--- src/rtl/jtag_ir_pkg.sv ---
package jtag_ir_pkg;

  // decoded controls handed to the boundary cells and the TDO path
  typedef struct packed {
    logic bsr_mode;
    logic force_hiz;
    logic sel_bsr;
  } ir_ctl_t;

  localparam ir_ctl_t CTL_IDLE = '{bsr_mode: 1'b0, force_hiz: 1'b0, sel_bsr: 1'b0};

endpackage

--- src/rtl/jtag_rst_sync.sv ---
module jtag_rst_sync #(
  parameter int STAGES = 2
) (
  input  logic clk,
  input  logic arst_n,
  output logic rst_n_o
);

  logic [STAGES-1:0] sync_q;
  logic [STAGES-1:0] sync_d;

  always_comb begin
    sync_d = {sync_q[STAGES-2:0], 1'b1};
  end

  always_ff @(posedge clk or negedge arst_n) begin
    if (!arst_n) sync_q <= '0;
    else         sync_q <= sync_d;
  end

  assign rst_n_o = sync_q[STAGES-1];

endmodule

--- src/rtl/jtag_ir_shift.sv ---
module jtag_ir_shift #(
  parameter int            W    = 8,
  parameter logic [W-1:0]  CAPT = 8'b1000_0001
) (
  input  logic         tck,
  input  logic         rst_n,
  input  logic         capture_ir,
  input  logic         shift_ir,
  input  logic         tdi,
  output logic [W-1:0] sr_q
);

  logic [W-1:0] sr_d;
  logic         sr_en;

  always_comb begin
    sr_en = capture_ir | shift_ir;
    if (capture_ir) sr_d = CAPT;
    else            sr_d = {tdi, sr_q[W-1:1]};
  end

  always_ff @(posedge tck or negedge rst_n) begin
    if (!rst_n)     sr_q <= CAPT;
    else if (sr_en) sr_q <= sr_d;
  end

  // capture always lands the fixed marker value
  p_capture_marker_r2: assert property (@(posedge tck) disable iff (!rst_n)
    capture_ir |=> (sr_q == CAPT));

  // lowest bit leaves, tdi enters at the top
  p_shift_entry_r3: assert property (@(posedge tck) disable iff (!rst_n)
    (shift_ir && !capture_ir) |=> (sr_q[W-1] == $past(tdi)));

endmodule

--- src/rtl/jtag_ir_hold.sv ---
module jtag_ir_hold
  import jtag_ir_pkg::*;
#(
  parameter int           W          = 8,
  parameter logic [W-1:0] OP_RESET   = 8'hFF,
  parameter logic [W-1:0] OP_EXTEST  = 8'h00,
  parameter logic [W-1:0] OP_SAMPLE  = 8'h81,
  parameter logic [W-1:0] OP_CLAMP   = 8'h82,
  parameter logic [W-1:0] OP_HIGHZ   = 8'h03
) (
  input  logic         tck,
  input  logic         rst_n,
  input  logic         tlr,
  input  logic         update_ir,
  input  logic [W-1:0] sr_d,
  output logic [W-1:0] instr_q,
  output ir_ctl_t      ctl_q
);

  logic [W-1:0] instr_d;
  ir_ctl_t      ctl_d;
  logic         hold_en;

  always_comb begin
    hold_en = tlr | update_ir;
    if (tlr) instr_d = OP_RESET;
    else     instr_d = sr_d;
  end

  always_comb begin
    ctl_d = CTL_IDLE;
    if (instr_d == OP_EXTEST) begin
      ctl_d.bsr_mode = 1'b1;
      ctl_d.sel_bsr  = 1'b1;
    end else if (instr_d == OP_SAMPLE) begin
      ctl_d.sel_bsr  = 1'b1;
    end else if (instr_d == OP_CLAMP) begin
      ctl_d.bsr_mode = 1'b1;
    end else if (instr_d == OP_HIGHZ) begin
      ctl_d.force_hiz = 1'b1;
    end
  end

  always_ff @(negedge tck or negedge rst_n) begin
    if (!rst_n) begin
      instr_q <= OP_RESET;
      ctl_q   <= CTL_IDLE;
    end else if (hold_en) begin
      instr_q <= instr_d;
      ctl_q   <= ctl_d;
    end
  end

  // without update or reset strobe the active instruction is frozen
  p_instr_frozen_r3: assert property (@(posedge tck) disable iff (!rst_n)
    ($past(rst_n) && !tlr && !update_ir) |-> $stable(instr_q));

  // update copies the shift stage held across the falling edge
  p_update_copy_r4: assert property (@(posedge tck) disable iff (!rst_n)
    ($past(rst_n) && update_ir && !tlr) |-> (instr_q == sr_d));

endmodule

--- src/rtl/jtag_bypass_cell.sv ---
module jtag_bypass_cell (
  input  logic tck,
  input  logic rst_n,
  input  logic capture_dr,
  input  logic shift_dr,
  input  logic tdi,
  output logic byp_q
);

  logic byp_d;
  logic byp_en;

  always_comb begin
    byp_en = capture_dr | shift_dr;
    byp_d  = capture_dr ? 1'b0 : tdi;
  end

  always_ff @(posedge tck or negedge rst_n) begin
    if (!rst_n)      byp_q <= 1'b0;
    else if (byp_en) byp_q <= byp_d;
  end

  // capture loads a constant low
  p_bypass_zero_r10: assert property (@(posedge tck) disable iff (!rst_n)
    capture_dr |=> !byp_q);

endmodule

--- src/rtl/jtag_tdo_stage.sv ---
module jtag_tdo_stage (
  input  logic tck,
  input  logic rst_n,
  input  logic shift_ir,
  input  logic shift_dr,
  input  logic sel_bsr,
  input  logic ir_lsb,
  input  logic bsr_so,
  input  logic byp,
  output logic tdo,
  output logic tdo_oe
);

  logic tdo_d;
  logic tdo_en;
  logic dr_bit;

  always_comb begin
    dr_bit = sel_bsr ? bsr_so : byp;
    tdo_en = shift_ir | shift_dr;
    tdo_d  = shift_ir ? ir_lsb : dr_bit;
  end

  always_ff @(negedge tck or negedge rst_n) begin
    if (!rst_n) begin
      tdo    <= 1'b0;
      tdo_oe <= 1'b0;
    end else begin
      tdo_oe <= tdo_en;
      if (tdo_en) tdo <= tdo_d;
    end
  end

  // enable follows the shift strobes one falling edge later
  p_oe_follows_shift_r12: assert property (@(posedge tck) disable iff (!rst_n)
    $past(rst_n) |-> (tdo_oe == (shift_ir || shift_dr)));

  // no shifting, no change on tdo
  p_tdo_hold_r12: assert property (@(posedge tck) disable iff (!rst_n)
    ($past(rst_n) && !shift_ir && !shift_dr) |-> $stable(tdo));

endmodule

--- src/rtl/jtag_ir_ctrl.sv ---
module jtag_ir_ctrl
  import jtag_ir_pkg::*;
#(
  parameter int           IR_W      = 8,
  parameter logic [IR_W-1:0] IR_CAPT   = 8'b1000_0001,
  parameter logic [IR_W-1:0] OP_BYPASS = 8'hFF,
  parameter logic [IR_W-1:0] OP_EXTEST = 8'h00,
  parameter logic [IR_W-1:0] OP_SAMPLE = 8'h81,
  parameter logic [IR_W-1:0] OP_CLAMP  = 8'h82,
  parameter logic [IR_W-1:0] OP_HIGHZ  = 8'h03,
  parameter int           SYNC_STAGES = 2
) (
  input  logic tck,
  input  logic trst_n,
  input  logic tlr,
  input  logic capture_ir,
  input  logic shift_ir,
  input  logic update_ir,
  input  logic capture_dr,
  input  logic shift_dr,
  input  logic tdi,
  input  logic bsr_so,
  output logic bsr_mode,
  output logic force_hiz,
  output logic sel_bsr,
  output logic tdo,
  output logic tdo_oe
);

  logic            rst_n_s;
  logic [IR_W-1:0] ir_sr;
  logic [IR_W-1:0] ir_act;
  ir_ctl_t         ctl;
  logic            byp;

  jtag_rst_sync #(.STAGES(SYNC_STAGES)) u_rst (
    .clk     (tck),
    .arst_n  (trst_n),
    .rst_n_o (rst_n_s)
  );

  jtag_ir_shift #(.W(IR_W), .CAPT(IR_CAPT)) u_shift (
    .tck        (tck),
    .rst_n      (rst_n_s),
    .capture_ir (capture_ir),
    .shift_ir   (shift_ir),
    .tdi        (tdi),
    .sr_q       (ir_sr)
  );

  jtag_ir_hold #(
    .W(IR_W), .OP_RESET(OP_BYPASS), .OP_EXTEST(OP_EXTEST),
    .OP_SAMPLE(OP_SAMPLE), .OP_CLAMP(OP_CLAMP), .OP_HIGHZ(OP_HIGHZ)
  ) u_hold (
    .tck       (tck),
    .rst_n     (rst_n_s),
    .tlr       (tlr),
    .update_ir (update_ir),
    .sr_d      (ir_sr),
    .instr_q   (ir_act),
    .ctl_q     (ctl)
  );

  jtag_bypass_cell u_byp (
    .tck        (tck),
    .rst_n      (rst_n_s),
    .capture_dr (capture_dr),
    .shift_dr   (shift_dr),
    .tdi        (tdi),
    .byp_q      (byp)
  );

  jtag_tdo_stage u_tdo (
    .tck      (tck),
    .rst_n    (rst_n_s),
    .shift_ir (shift_ir),
    .shift_dr (shift_dr),
    .sel_bsr  (ctl.sel_bsr),
    .ir_lsb   (ir_sr[0]),
    .bsr_so   (bsr_so),
    .byp      (byp),
    .tdo      (tdo),
    .tdo_oe   (tdo_oe)
  );

  assign bsr_mode  = ctl.bsr_mode;
  assign force_hiz = ctl.force_hiz;
  assign sel_bsr   = ctl.sel_bsr;

  // test-logic-reset at the falling edge leaves bypass active
  p_tlr_bypass_r13: assert property (@(posedge tck) disable iff (!rst_n_s)
    ($past(rst_n_s) && tlr) |-> (ir_act == OP_BYPASS && !bsr_mode && !force_hiz && !sel_bsr));

  // high impedance never coexists with a boundary-chain path
  p_hiz_exclusive_r8: assert property (@(posedge tck) disable iff (!rst_n_s)
    force_hiz |-> (!sel_bsr && !bsr_mode));

  // the bypass code keeps every control low
  p_bypass_quiet_r9: assert property (@(posedge tck) disable iff (!rst_n_s)
    (ir_act == OP_BYPASS) |-> !(bsr_mode || force_hiz || sel_bsr));

endmodule

--- config.mk ---
export PLATFORM = sky130hd
export DESIGN_NAME = jtag_ir_ctrl
export DESIGN_NICKNAME = d
export VERILOG_FILES = /design/src/rtl/jtag_ir_pkg.sv /design/src/rtl/jtag_rst_sync.sv /design/src/rtl/jtag_ir_shift.sv /design/src/rtl/jtag_ir_hold.sv /design/src/rtl/jtag_bypass_cell.sv /design/src/rtl/jtag_tdo_stage.sv /design/src/rtl/jtag_ir_ctrl.sv
export SDC_FILE = /design/constraint.sdc
export NUM_CORES = 1
export LEC_CHECK = 0
export ABC_CLOCK_PERIOD_IN_PS = 800
export CAP_MARGIN = 10
export CORE_MARGIN = 5
export CORE_UTILIZATION = 28
export DETAILED_ROUTE_END_ITERATION = 10
export HOLD_SLACK_MARGIN = 0.12
export MAX_ROUTING_LAYER = met4
export PLACE_DENSITY_LB_ADDON = 0.25
export SYNTH_ARGS = -nofsm -noshare
export SYNTH_HDL_FRONTEND = slang
export SYNTH_SLANG_ARGS = --single-unit
--- constraint.sdc ---
create_clock -name tck -period 0.8 [get_ports tck]
set_input_delay 0.16 -clock tck [delete_from_list [all_inputs] [get_ports tck]]
set_output_delay 0.16 -clock tck [all_outputs]
set_load 0.1 [all_outputs]
==> reports/results.ini <==
[cts]
clock_sinks=16
numCtsBuffers=3
cts_tree=done
htreeDepth=1
clk_pin_slew_worst_paths_ns=0.09
clk_path_buf_depth=2
clock-root-buffer=clkbuf_4
worstSkewPairLatency_ns=0.28

[finish]
layout.cells.non_filler=118
nets=101
fin_area_um2=1090
syn2layout_area_growth_pct=63.11
antennaDiodeCount=0
fill_cells=228
drive_above_1_share_pct=38.89
final_common_cell=nor2_1
finalCoreUtilization_pct=48.34
layout_common_cells=nor2_1, buf_4, dfrtp_1

[logic_synthesis]
synth_seq_cells=16
synth_warnings=0
synth.avg_cell_area_um2=11.72
syn_inst=57
syn_area_um2=668.1
synth_cell_types=21
syn_nets=67
ys_seq_area_share_pct=60.30

[grt]
antenna_found_initial=0
grt_max_degree=11
grt_first_pass_wirelength_um=2290
grt_pass1_vias=553
grtUsageTotal_pct=9.184
overflow=0

[status]
outcome=finished with violations
violations=setup timing

[route]
drt-pass1-iter-count=2
drtAntennaViolNets=0
drt_iter0_markers=4
finalWirelength_um=1347
wire_per_inst_um=11.42
viasPerCell=4.492
drc=0
num_vias=530

[setup_path]
startpoint_type=flop
path_cells=xor2_1, or4b_1, o21ai_1
end_kind=flop
path_buf_inv=0
critical_path.top_delay_family=flip-flops
critPathKind=flop to flop
critPathMaxFanout=4
critPathArrivalTime_ns=1.55
critPathMaxStageDelay_ns=0.59
worstPathRequired_ns=0.71
r2r_slack_ns=-0.83
crit_slowest_cell=dfstp_2

[placed_design]
io_buffer_count=14
routabilityCongestion=0.7771
dp_slack_ns=-0.8582
placed_area_um2=992.2
dp.cells=111
hpwl_um=1021

[floorplanning]
die_x_um=58.85
io_pins=15
die-area_um2=3463
rows=17
die_height_um=58.85
start_util_pct=29.63
core_area_um2=2255

[power]
pwr-share-seq_pct=51.8
switching_power_mw=0.4719
internal-power_mw=1.242
pwr_density_cell_nw_per_um2=1573
pwr-share-clk_pct=25.5
combPwrFrac_pct=22.7
swShare_pct=27.53
p_total_mw=1.714
ir_drop_v=0.001249
power.leakage_nw=0.5135

[timing]
setup_viol=17
setup_ws_ns=-0.8335
fin_skew_ns=0.007684
rsz0062_at_grt=true
slew_viol_final=0
hold_viol_final=0

[run]
cap_violations=0

[worst_hold_path]
hp-class=flop to asynchronous set/reset pin

==> path summary, 6_finish.rpt <==
| path | endpoint | cells after the start | startpoint |
|---|---|---|---|
| setup / recovery | u_hold.ctl_q[0] | 3 | u_shift.sr_q[7] |
| hold / removal | u_byp.byp_q | 0 | u_rst.sync_q[1] |
| setup reg to reg | u_hold.ctl_q[0] | 3 | u_shift.sr_q[7] |
| hold reg to reg | u_byp.byp_q | 0 | u_rst.sync_q[1] |
| max in group asynchronous | u_rst.sync_q[1] | 2 | trst_n |
| min in group tck | u_byp.byp_q | 3 | shift_dr |
==> through the flow <==
step	TNS, ns	hold WS (ns)
final	-6.921	0.1086
after global routing	-7.790	0.1287
after CTS	-7.026	0.1307
after detailed placement	-9.903	0.1185
after global placement	-9.994	0.1172
after floorplan	-6.774	-0.1356
==> power groups by stage <==
stage / Clock, mW / Sequential [mW] / Combinational [mW]
finish: 0.437 / 0.888 / 0.390
CTS: 0.459 / 0.889 / 0.375
floorplan: 0 / 0.991 / 0.0934
detailed placement: 0 / 0.901 / 0.357
global route: 0.520 / 0.893 / 0.415
global placement: 0 / 0.900 / 0.355
==> cell families (layout without fill, tap and decap cells) <==
group	count (synthesis)	after routing	synth area share [%]
buffers and inverters	2	35	1.310
other	1	1	0.5613
xor gates and xnor gates	2	2	2.622
AOI/OAI and AO/OA	8	8	8.616
and+or+nand+nor	20	20	14.61
DFF	16	16	60.30
muxes	8	8	11.99
==> Yosys cell counts (all sizes together) <==
library cell / count / share of area [%]
nor2: 10 / 5.6
dfrtp: 9 / 34
mux2i: 8 / 12
dfrtn: 5 / 19
nand2: 4 / 2.2
a211o: 2 / 2.8
buf: 2 / 1.3
dfstp: 2 / 7.9
nor2b: 2 / 1.9
o21ai: 2 / 1.5
or4b: 2 / 3.0
xor2: 2 / 2.6
a211oi: 1 / 1.1
a21o: 1 / 1.1
a31oi: 1 / 0.94
conb: 1 / 0.56
nor4: 1 / 0.94
o31ai: 1 / 1.1
or2: 1 / 0.94
==> metal layers <==
layer	share of wire [%]	wire, um	up-vias	global-route usage, %
met2	47	639	15	14.35
met1	43	581	250	10.05
met3	7.3	99	3	3.509
met4	2.0	27	0	4.854
met5	0	0	-	-
li1	-	-	262	-
==> registers in the layout (all words and copies together) (netlist names) <==
register and count:
u_shift.sr_q 8, u_tdo.tdo 1, u_hold.ctl_q 3, u_tdo.tdo_oe 1, u_byp.byp_q 1, u_rst.sync_q 2
==> area by class of cell <==
cell class | instances | area [um^2] | area share (%)
timing repair buffer | 31 | 336.6 | 30.88
clock buffer | 4 | 26.28 | 2.411
multi-input combinational | 39 | 289.0 | 26.52
tap | 28 | 35.03 | 3.215
sequential | 16 | 402.9 | 36.97
==> timing repair <==
item                                    in CTS  in global routing
pin swaps                                    6                  4
hold buffers                                 1                  0
gates resized for setup                     16                  5
endpoints found under the setup margin      18                 17
buffers inserted                             1                  1
gates cloned                                 0                  0
hold endpoints to repair                     2                  0
(Power assumes the default switching activity.)
